File: src/rtl/spi_xfer_pkg.sv
package spi_xfer_pkg;

  typedef enum logic [1:0] {
    ST_IDLE = 2'd0,
    ST_RUN  = 2'd1,
    ST_GAP  = 2'd2
  } xfer_st_e;

  // Divider value with zero clamped to one (half period = result + 1).
  function automatic logic [31:0] eff_div(input logic [31:0] d);
    return (d == 32'd0) ? 32'd1 : d;
  endfunction

  // Bits in one word for the selected size.
  function automatic int unsigned word_bits(input logic wide,
                                            input int unsigned short_w,
                                            input int unsigned long_w);
    return wide ? long_w : short_w;
  endfunction

endpackage

File: src/rtl/spi_half_tick.sv
module spi_half_tick #(
  parameter int DIV_W = 16
) (
  input  logic             clk,
  input  logic             rst_n,
  input  logic             run,
  input  logic [DIV_W-1:0] limit,
  output logic             tick
);
  logic [DIV_W-1:0] cnt;

  assign tick = run && (cnt == limit);

  always_ff @(posedge clk or negedge rst_n) begin
    if (!rst_n)            cnt <= '0;
    else if (!run || tick) cnt <= '0;
    else                   cnt <= cnt + 1'b1;
  end

  // the limit is never below one, so two ticks never touch
  a_r10_tick_gap: assert property (@(posedge clk) disable iff (!rst_n)
    tick |=> !tick);

endmodule

File: src/rtl/spi_word_shift.sv
module spi_word_shift #(
  parameter int W       = 16,
  parameter int SHORT_W = 8
) (
  input  logic         clk,
  input  logic         rst_n,
  input  logic         load,
  input  logic         lsb,
  input  logic         wide,
  input  logic [W-1:0] tx,
  input  logic         drive,
  input  logic         sample,
  input  logic         capture,
  input  logic         miso,
  output logic         mosi,
  output logic [W-1:0] rx_word
);
  localparam int PAD = W - SHORT_W;

  logic         lsb_q, wide_q;
  logic [W-1:0] tx_sh, rx_sh;
  logic         lsb_sel;
  logic [W-1:0] aligned, src, rx_next, rx_final;

  assign lsb_sel  = load ? lsb : lsb_q;
  assign aligned  = (lsb || wide) ? tx : (tx << PAD);
  assign src      = load ? aligned : tx_sh;
  assign rx_next  = lsb_q ? {miso, rx_sh[W-1:1]} : {rx_sh[W-2:0], miso};
  assign rx_final = (lsb_q && !wide_q) ? (rx_next >> PAD) : rx_next;

  always_ff @(posedge clk or negedge rst_n) begin
    if (!rst_n) begin
      lsb_q   <= 1'b0;
      wide_q  <= 1'b0;
      tx_sh   <= '0;
      rx_sh   <= '0;
      mosi    <= 1'b0;
      rx_word <= '0;
    end else begin
      if (load) begin
        lsb_q  <= lsb;
        wide_q <= wide;
        rx_sh  <= '0;
      end
      if (drive) begin
        mosi  <= lsb_sel ? src[0] : src[W-1];
        tx_sh <= lsb_sel ? (src >> 1) : (src << 1);
      end else if (load) begin
        tx_sh <= aligned;
      end
      if (sample)  rx_sh   <= rx_next;
      if (capture) rx_word <= rx_final;
    end
  end

  // the word is only latched on a sampling edge
  a_r8_capture_on_sample: assert property (@(posedge clk) disable iff (!rst_n)
    capture |-> sample);

  // data out moves only on a drive event
  a_r11_mosi_hold: assert property (@(posedge clk) disable iff (!rst_n)
    !drive |=> $stable(mosi));

endmodule

File: src/rtl/spi_xfer_master.sv
module spi_xfer_master
  import spi_xfer_pkg::*;
#(
  parameter int DATA_W  = 16,
  parameter int SHORT_W = 8,
  parameter int DIV_W   = 16
) (
  input  logic              clk,
  input  logic              rst_n,
  input  logic              start,
  input  logic [DATA_W-1:0] tx_word,
  input  logic              cfg_cpol,
  input  logic              cfg_cpha,
  input  logic              cfg_lsb_first,
  input  logic              cfg_wide,
  input  logic [DIV_W-1:0]  div_val,
  input  logic              sel_flag,
  input  logic              miso,
  output logic              sck,
  output logic              mosi,
  output logic              ss_n,
  output logic [DATA_W-1:0] rx_word,
  output logic              done,
  output logic              busy
);
  localparam int CNT_W = $clog2(2 * DATA_W + 1);

  xfer_st_e         state;
  logic             cpol_q, cpha_q, wide_q;
  logic [DIV_W-1:0] div_q;
  logic [CNT_W-1:0] edge_cnt;
  logic [CNT_W-1:0] two_n;

  // Named internal events
  logic tick, accept, lead_edge, last_edge, last_sample;
  logic sample_ev, drive_ev, capture_ev, run_tick;

  assign two_n       = CNT_W'(2 * word_bits(wide_q, SHORT_W, DATA_W));
  assign accept      = start && (state == ST_IDLE);
  assign run_tick    = (state == ST_RUN) && tick;
  assign lead_edge   = !edge_cnt[0];
  assign last_edge   = (edge_cnt == two_n - 1'b1);
  assign last_sample = (edge_cnt == (cpha_q ? two_n - 1'b1 : two_n - 2'd2));
  assign sample_ev   = run_tick && (cpha_q ? !lead_edge : lead_edge);
  assign drive_ev    = (accept && !cfg_cpha) ||
                       (run_tick && (cpha_q ? lead_edge : (!lead_edge && !last_edge)));
  assign capture_ev  = sample_ev && last_sample;
  assign busy        = (state != ST_IDLE);

  spi_half_tick #(.DIV_W(DIV_W)) tick_i (
    .clk   (clk),
    .rst_n (rst_n),
    .run   (busy),
    .limit (div_q),
    .tick  (tick)
  );

  spi_word_shift #(.W(DATA_W), .SHORT_W(SHORT_W)) shift_i (
    .clk     (clk),
    .rst_n   (rst_n),
    .load    (accept),
    .lsb     (cfg_lsb_first),
    .wide    (cfg_wide),
    .tx      (tx_word),
    .drive   (drive_ev),
    .sample  (sample_ev),
    .capture (capture_ev),
    .miso    (miso),
    .mosi    (mosi),
    .rx_word (rx_word)
  );

  // Sequencer
  always_ff @(posedge clk or negedge rst_n) begin
    if (!rst_n) begin
      state    <= ST_IDLE;
      cpol_q   <= 1'b0;
      cpha_q   <= 1'b0;
      wide_q   <= 1'b0;
      div_q    <= DIV_W'(1);
      edge_cnt <= '0;
      done     <= 1'b0;
    end else begin
      done <= capture_ev;
      unique case (state)
        ST_IDLE: if (accept) begin
          state    <= ST_RUN;
          cpol_q   <= cfg_cpol;
          cpha_q   <= cfg_cpha;
          wide_q   <= cfg_wide;
          div_q    <= DIV_W'(eff_div(32'(div_val)));
          edge_cnt <= '0;
        end
        ST_RUN: if (tick) begin
          if (last_edge) begin
            edge_cnt <= '0;
            state    <= cpha_q ? ST_IDLE : ST_GAP;
          end else begin
            edge_cnt <= edge_cnt + 1'b1;
          end
        end
        ST_GAP: if (tick) begin
          if (edge_cnt == CNT_W'(1)) begin
            edge_cnt <= '0;
            state    <= ST_IDLE;
          end else begin
            edge_cnt <= edge_cnt + 1'b1;
          end
        end
        default: state <= ST_IDLE;
      endcase
    end
  end

  // Serial clock
  always_ff @(posedge clk or negedge rst_n) begin
    if (!rst_n)             sck <= 1'b0;
    else if (state == ST_IDLE) sck <= cfg_cpol;
    else if (run_tick)      sck <= ~sck;
  end

  // Slave select
  always_ff @(posedge clk or negedge rst_n) begin
    if (!rst_n) begin
      ss_n <= 1'b1;
    end else if (accept && !cfg_cpha) begin
      ss_n <= 1'b0;
    end else if (state == ST_RUN && !cpha_q) begin
      if (run_tick && last_edge) ss_n <= 1'b1;
    end else if ((state == ST_IDLE) ? cfg_cpha : cpha_q) begin
      ss_n <= ~sel_flag;
    end else begin
      ss_n <= 1'b1;
    end
  end

  // select held low for the whole phase-0 word
  a_r1_ss_low_in_word: assert property (@(posedge clk) disable iff (!rst_n)
    (state == ST_RUN && !cpha_q) |-> !ss_n);

  // select high throughout the inter-word gap
  a_r1_gap_ss_high: assert property (@(posedge clk) disable iff (!rst_n)
    (state == ST_GAP) |-> ss_n);

  // phase-1 select tracks the software flag one cycle later
  a_r2_flag_follow: assert property (@(posedge clk) disable iff (!rst_n)
    (state == ST_RUN && cpha_q) |-> (ss_n == !$past(sel_flag)));

  // serial clock back at idle level when the engine goes idle
  a_r4_idle_sck: assert property (@(posedge clk) disable iff (!rst_n)
    $fell(busy) |-> (sck == cpol_q));

  // edge counter never passes the word length
  a_r7_edge_bound: assert property (@(posedge clk) disable iff (!rst_n)
    (state == ST_RUN) |-> (edge_cnt < two_n));

  // done is a single-cycle pulse
  a_r8_done_pulse: assert property (@(posedge clk) disable iff (!rst_n)
    done |=> !done);

  // captured mode is frozen while a word is active
  a_r9_cfg_frozen: assert property (@(posedge clk) disable iff (!rst_n)
    (state == ST_RUN) |=> ($stable(cpha_q) && $stable(wide_q) && $stable(div_q)));

endmodule

File: config.mk
export PLATFORM = sky130hd
export DESIGN_NAME = spi_xfer_master
export DESIGN_NICKNAME = d
export VERILOG_FILES = /design/src/rtl/spi_xfer_pkg.sv /design/src/rtl/spi_half_tick.sv /design/src/rtl/spi_word_shift.sv /design/src/rtl/spi_xfer_master.sv
export SDC_FILE = /design/constraint.sdc
export NUM_CORES = 1
export LEC_CHECK = 0
export CAP_MARGIN = 20
export CORE_MARGIN = 3
export CORE_UTILIZATION = 57
export DETAILED_ROUTE_END_ITERATION = 7
export DONT_BUFFER_PORTS = 1
export PLACE_DENSITY = 0.7
export RECOVER_POWER = 25
export SLEW_MARGIN = 20
export SYNTH_ARGS = -nofsm -noshare
export SYNTH_HDL_FRONTEND = slang
export SYNTH_SLANG_ARGS = --single-unit
File: constraint.sdc
create_clock -name clk -period 4.08 [get_ports clk]
set_input_delay 0.612 -clock clk [delete_from_list [all_inputs] [get_ports clk]]
set_output_delay 0.612 -clock clk [all_outputs]
set_load 0.02 [all_outputs]
# Word-level counts from Yosys, hierarchy flattened
# Index checks and enable logic that the tools add are counted.
[totals]
elab_cells = 98
register_bits = 96
output_inout_bits = 21
[op_classes]
addsub = 4
reduce_logical = 29
eq_ne = 12
bitwise_logic = 2
muxes = 36
[op_table]
columns = ["cell", "n"]
rows = [
  ["$mux 16", 10],
  ["$mux 6", 6],
  ["$pmux 6 s3", 1],
  ["$add 16x1->16 const B", 1],
  ["$eq 16x16->1", 1],
  ["$logic_not 16->1", 1],
  ["$eq 6x6->1", 2],
  ["$mux 2", 6],
  ["$logic_and 1x1->1", 11],
  ["$mux 1", 11],
  ["$ne 2x2->1 const B", 5],
  ["$add 6x1->6 const B", 1],
  ["$eq 6x1->1 const B", 1],
  ["$logic_not 1->1", 6],
  ["$pmux 2 s3", 1],
  ["$reduce_bool 2->1", 3],
  ["$sub 6x1->6 const B", 1],
  ["$sub 6x2->6 const B", 1],
  ["$mux 5", 1],
  ["$reduce_and 5->1", 1],
  ["$reduce_and 4->1", 1],
  ["$logic_or 1x1->1", 3],
  ["$ne 3x2->1 const B", 1],
  ["$reduce_bool 3->1", 1],
  ["other kinds (5)", 6],
]

# Logic depth before layout (Yosys ltp)
[depth]
ltp_word = 9
ltp_mapped = 9
mapped_depth_nobuf = 8

# Modules after synthesis
# A second synthesis with hierarchy kept.
[hier_totals]
cells_unflattened = 550
hier_area_um2 = 5492.8
[modules_own_cells]
columns = ["mod", "seq_area_each_um2", "cells_each", "area_per_inst_um2", "n_inst"]
rows = [
  ["spi_word_shift", 1276.2, 317, 3012.9, 1],
  ["spi_xfer_master", 728.2, 132, 1485.2, 1],
  ["spi_half_tick", 400.4, 101, 994.7, 1],
]

# Worst setup path after synthesis
# Ideal clock, no wire load.
[synth_path]
kind = "reg-to-reg"
from = "reg state[0]"
to = "reg shift_i.tx_sh[6]"
period_less_slack_ns = 2.304
arrival_ns = 2.227
path_slack_ns = 1.776
path_buffers = 2
path_stages_with_launch = 10
cell_sequence = "dfrtp_1 inv_1 ha_1 buf_2 nand2_1 mux2i_1 buf_2 mux2i_1 nor2_1 a21oi_1"
[synth_via]
elab_chain_cells = 6
elab_cells_between_ends = 13
cone_classes = "eq/ne: 1; mux: 4; reduce/logical: 8"
[synth_lines]
columns = ["element", "line_no", "text"]
rows = [
  ["from (decl)", "spi_xfer_master.sv:28", "xfer_st_e state;"],
  ["from (signal assigned)", "spi_xfer_master.sv:97", "state <= cpha_q ? ST_IDLE : ST_GAP;"],
  ["$reduce_bool 2->1", "spi_xfer_master.sv:48", "assign busy = (state != ST_IDLE);"],
  ["$logic_and 1x1->1", "spi_half_tick.sv:12", "assign tick = run && (cnt == limit);"],
  ["$logic_and 1x1->1", "spi_xfer_master.sv:40", "assign run_tick = (state == ST_RUN) && tick;"],
  ["$logic_and 1x1->1", "spi_xfer_master.sv:46", "(run_tick && (cpha_q ? lead_edge : (!lead_edge && !last_edge)));"],
  ["$logic_or 1x1->1", "spi_xfer_master.sv:45", "assign drive_ev = (accept && !cfg_cpha) ||"],
  ["$mux 16 *", "spi_word_shift.sv:45", "if (drive) begin"],
  ["to (signal assigned)", "spi_word_shift.sv:47", "tx_sh <= lsb_sel ? (src >> 1) : (src << 1);"],
  ["to (signal assigned)", "spi_word_shift.sv:49", "tx_sh <= aligned;"],
  ["to (decl)", "spi_word_shift.sv:21", "logic [W-1:0] tx_sh, rx_sh;"],
]
# Mark *: on every way between the ends. The rest lies on a longest branch, timed or not.
# A chain may end at the register's enable or synchronous reset.

# Worst setup path in the final report
[layout_path]
from = "reg state[1]"
to = "reg shift_i.tx_sh[4]"
# The elaborated chain is that of the path after synthesis.

==> flow_metrics.tcl <==
set metrics [dict create \
    die-width_um 100 \
    synth_ff_type "dfrtp_1" \
    via_per_inst 5.85 \
    synth_fp_nets 550 \
    synthCells 501 \
    cts_hold_buf 1 \
    busiest_layer "met2" \
    grt_pass1_vias 3477 \
    antenna_cells 0 \
    hold_class "in2async" \
    fillers 696 \
    timing.fmax_mhz 361 \
    synth_top_area_cell "dfrtp_1" \
    cts_resized 0 \
    outcome "finished with violations" \
    yosysSeqAreaShare 0.472 \
    hold_viol 0 \
    ioPinCount 62 \
    clkTransAtPathRegs_ns 0.10 \
    clk_latency_ns 0.36 \
    synth_common_cells "dfrtp_1, nand2_1, mux2i_1, nor2_1, a21oi_1" \
    cts_buffers 9 \
    worst_slew_pin_slew_ns 2.24 \
    rsz0062_at_grt "false" \
    gp_congestion 0.878 \
    synth-seq-cells 95 \
    cts.sinks 95 \
    grt_pass1_wl_um 16700 \
    finalCritPeriodShare 0.680 \
    synth_edf_count 0 \
    cp.arrival_ns 3.07 \
    layout_min_cycle_time_ns 2.77 \
    coreArea_sq_mm 0.00838 \
    p_total_w 0.00299 \
    htree_levels 3 \
    use_met3 0.0486 \
    synth_warnings 0 \
    setup_viol 0 \
    area_growth_pct 5.14 \
    synth_area_leaders "dfrtp_1, mux2i_1, mux2_2" \
    p_leak_nw 2.36 \
    gr-usage-all-layers 0.207 \
    dpl.cell_count 586 \
    grt_overflow 0 \
    drt-total-wl_um 9870 \
    reg2reg_slack_ns 1.31 \
    place_ws_ns 1.21 \
    postPlaceCellArea_sq_mm 0.00510 \
    nNetsFinal 542 \
    drcViolationCount 0 \
    post_cts_buffers 0 \
    portBuffers 0 \
    vias 3528 \
    ant_nets 0 \
    startpoint_type "flip-flop" \
    antenna_found_initial 0 \
    cp_max_fo 34 \
    hpwl_um 6960 \
    met1_usage 0.288 \
    path_class "reg2reg" \
    initial_core_util 0.601 \
    slew_headroom -0.492 \
    detail_route.wl_per_cell_um 16.4 \
    synth_area_sq_mm 0.00504 \
    synth.avg_cell_area_sq_um 10.1 \
    ys_types 45 \
    async_reset_ff_frac 1.00 \
    skew_ns 0.0125 \
    maxCapViolCount 1 \
    report.final.slew_viol_count 94 \
    final_layout_size_suffix_gt1_frac 0.131 \
    finalSetupTns_ns 0 \
    first_pass_iters 5 \
    chipHeight_um 100 \
    grt_max_degree 94 \
    fin_area_sq_mm 0.00530 \
    setup_slack_ns 1.31 \
    finalNonFillerCells 603 \
    end_kind "flip-flop" \
    cts_tree "done" \
    ir_drop_v 0.000328 \
    cellPowerDensity_mw_per_mm2 564 \
    violations "max-capacitance violations, max-slew violations" \
    netlist.area_leader.share 0.462 \
    synth_most_common_cell "dfrtp_1" \
    clockRootBuffer "clkbuf_8" \
    core.rowCount 33 \
    worst-endpoint-required_ns 4.37 \
    dieArea_sq_mm 0.0100 \
    grtUsageMet2 0.324 \
    drt_iter0_drc 142 \
    clockBufferDepth 2 \
]
==> metrics by stage <==
step                       util  hold WS, ns
after floorplan               -        0.316
after global placement    0.609        0.320
after detailed placement  0.609        0.320
after CTS                 0.634       0.0749
after global routing      0.632       0.0539
final                     0.632       0.0816
==> routing by layer <==
layer / vias to the layer above / part of all wire
met5: - / 0
li1: 1716 / -
met4: 0 / 0.017
met2: 79 / 0.47
met1: 1719 / 0.47
met3: 14 / 0.048
==> state kept, by name (all words and copies together), names as in the netlist <==
name             count
state                2
ss_n                 1
cpha_q               1
shift_i.rx_sh       16
shift_i.lsb_q        1
shift_i.tx_sh       16
edge_cnt             6
done                 1
div_q               16
wide_q               1
shift_i.mosi         1
tick_i.cnt          16
shift_i.rx_word     16
sck                  1
==> power breakdown <==
part / internal (W) / switching, W
Combinational: 0.000453 / 0.000606
Clock: 0.000229 / 0.000350
Sequential: 0.00116 / 0.000191
==> kinds of logic (layout without fill, tap and decap cells) <==
logic type	Yosys count	after routing	synth area share
fa+ha+maj	8	8	0.0199
xor+xnor	32	32	0.0571
simple gates	148	148	0.140
buf+inv	44	41	0.0372
compound gates	95	95	0.108
mux	79	79	0.166
flops	95	95	0.472
==> cell type report <==
type | instances | area, sq um | area share
clock buffer | 9 | 124 | 0.0234
sequential | 95 | 2380 | 0.449
multi-input combinational | 362 | 2490 | 0.470
inverter | 19 | 71.3 | 0.0135
timing repair buffer | 6 | 42.5 | 0.00803
clock inverter | 7 | 56.3 | 0.0106
tap | 105 | 131 | 0.0248
==> cell usage in the layout (no fill, tap or decap), types with 2 or more instances in the layout <==
cell and instances:
nand2_1 54, nand3_1 9, nor4_1 5, clkinvlp_4 3, nand4_1 7, nor3_1 3, nor2b_1 11, mux2_2 32
mux2i_1 45, a22oi_1 8, a211o_1 2, ha_1 8, inv_6 2, buf_4 5, or2_2 2, and4_1 2
inv_1 19, nand2b_1 2, a211oi_1 2, xor2_1 11, dfrtp_1 93, xnor2_1 20, and3_1 2, a21oi_1 37
nor2_1 43, o31ai_1 4, clkbuf_8 9, o21ai_0 34, dfstp_2 2, and2_1 3
==> critical path: stages, from the launching register on <==
cell and delay (ns):
dfrtp_1 0.43, inv_1 0.12, ha_1 0.35, nand2_2 0.44
mux2i_2 0.66, buf_4 0.30, mux2i_1 0.21, nor2_1 0.06
a21oi_1 0.14
==> worst paths after layout <==
path,cells after the start,endpoint,start
worst max-delay path,8,shift_i.tx_sh[4],state[1]
worst min-delay path,0,div_q[0],rst_n
worst max register to register,8,shift_i.tx_sh[4],state[1]
worst min register to register,2,div_q[0],div_q[0]
max in group asynchronous,1,shift_i.tx_sh[14],rst_n
min in group clk,1,ss_n,sel_flag
(Power assumes the default switching activity.)
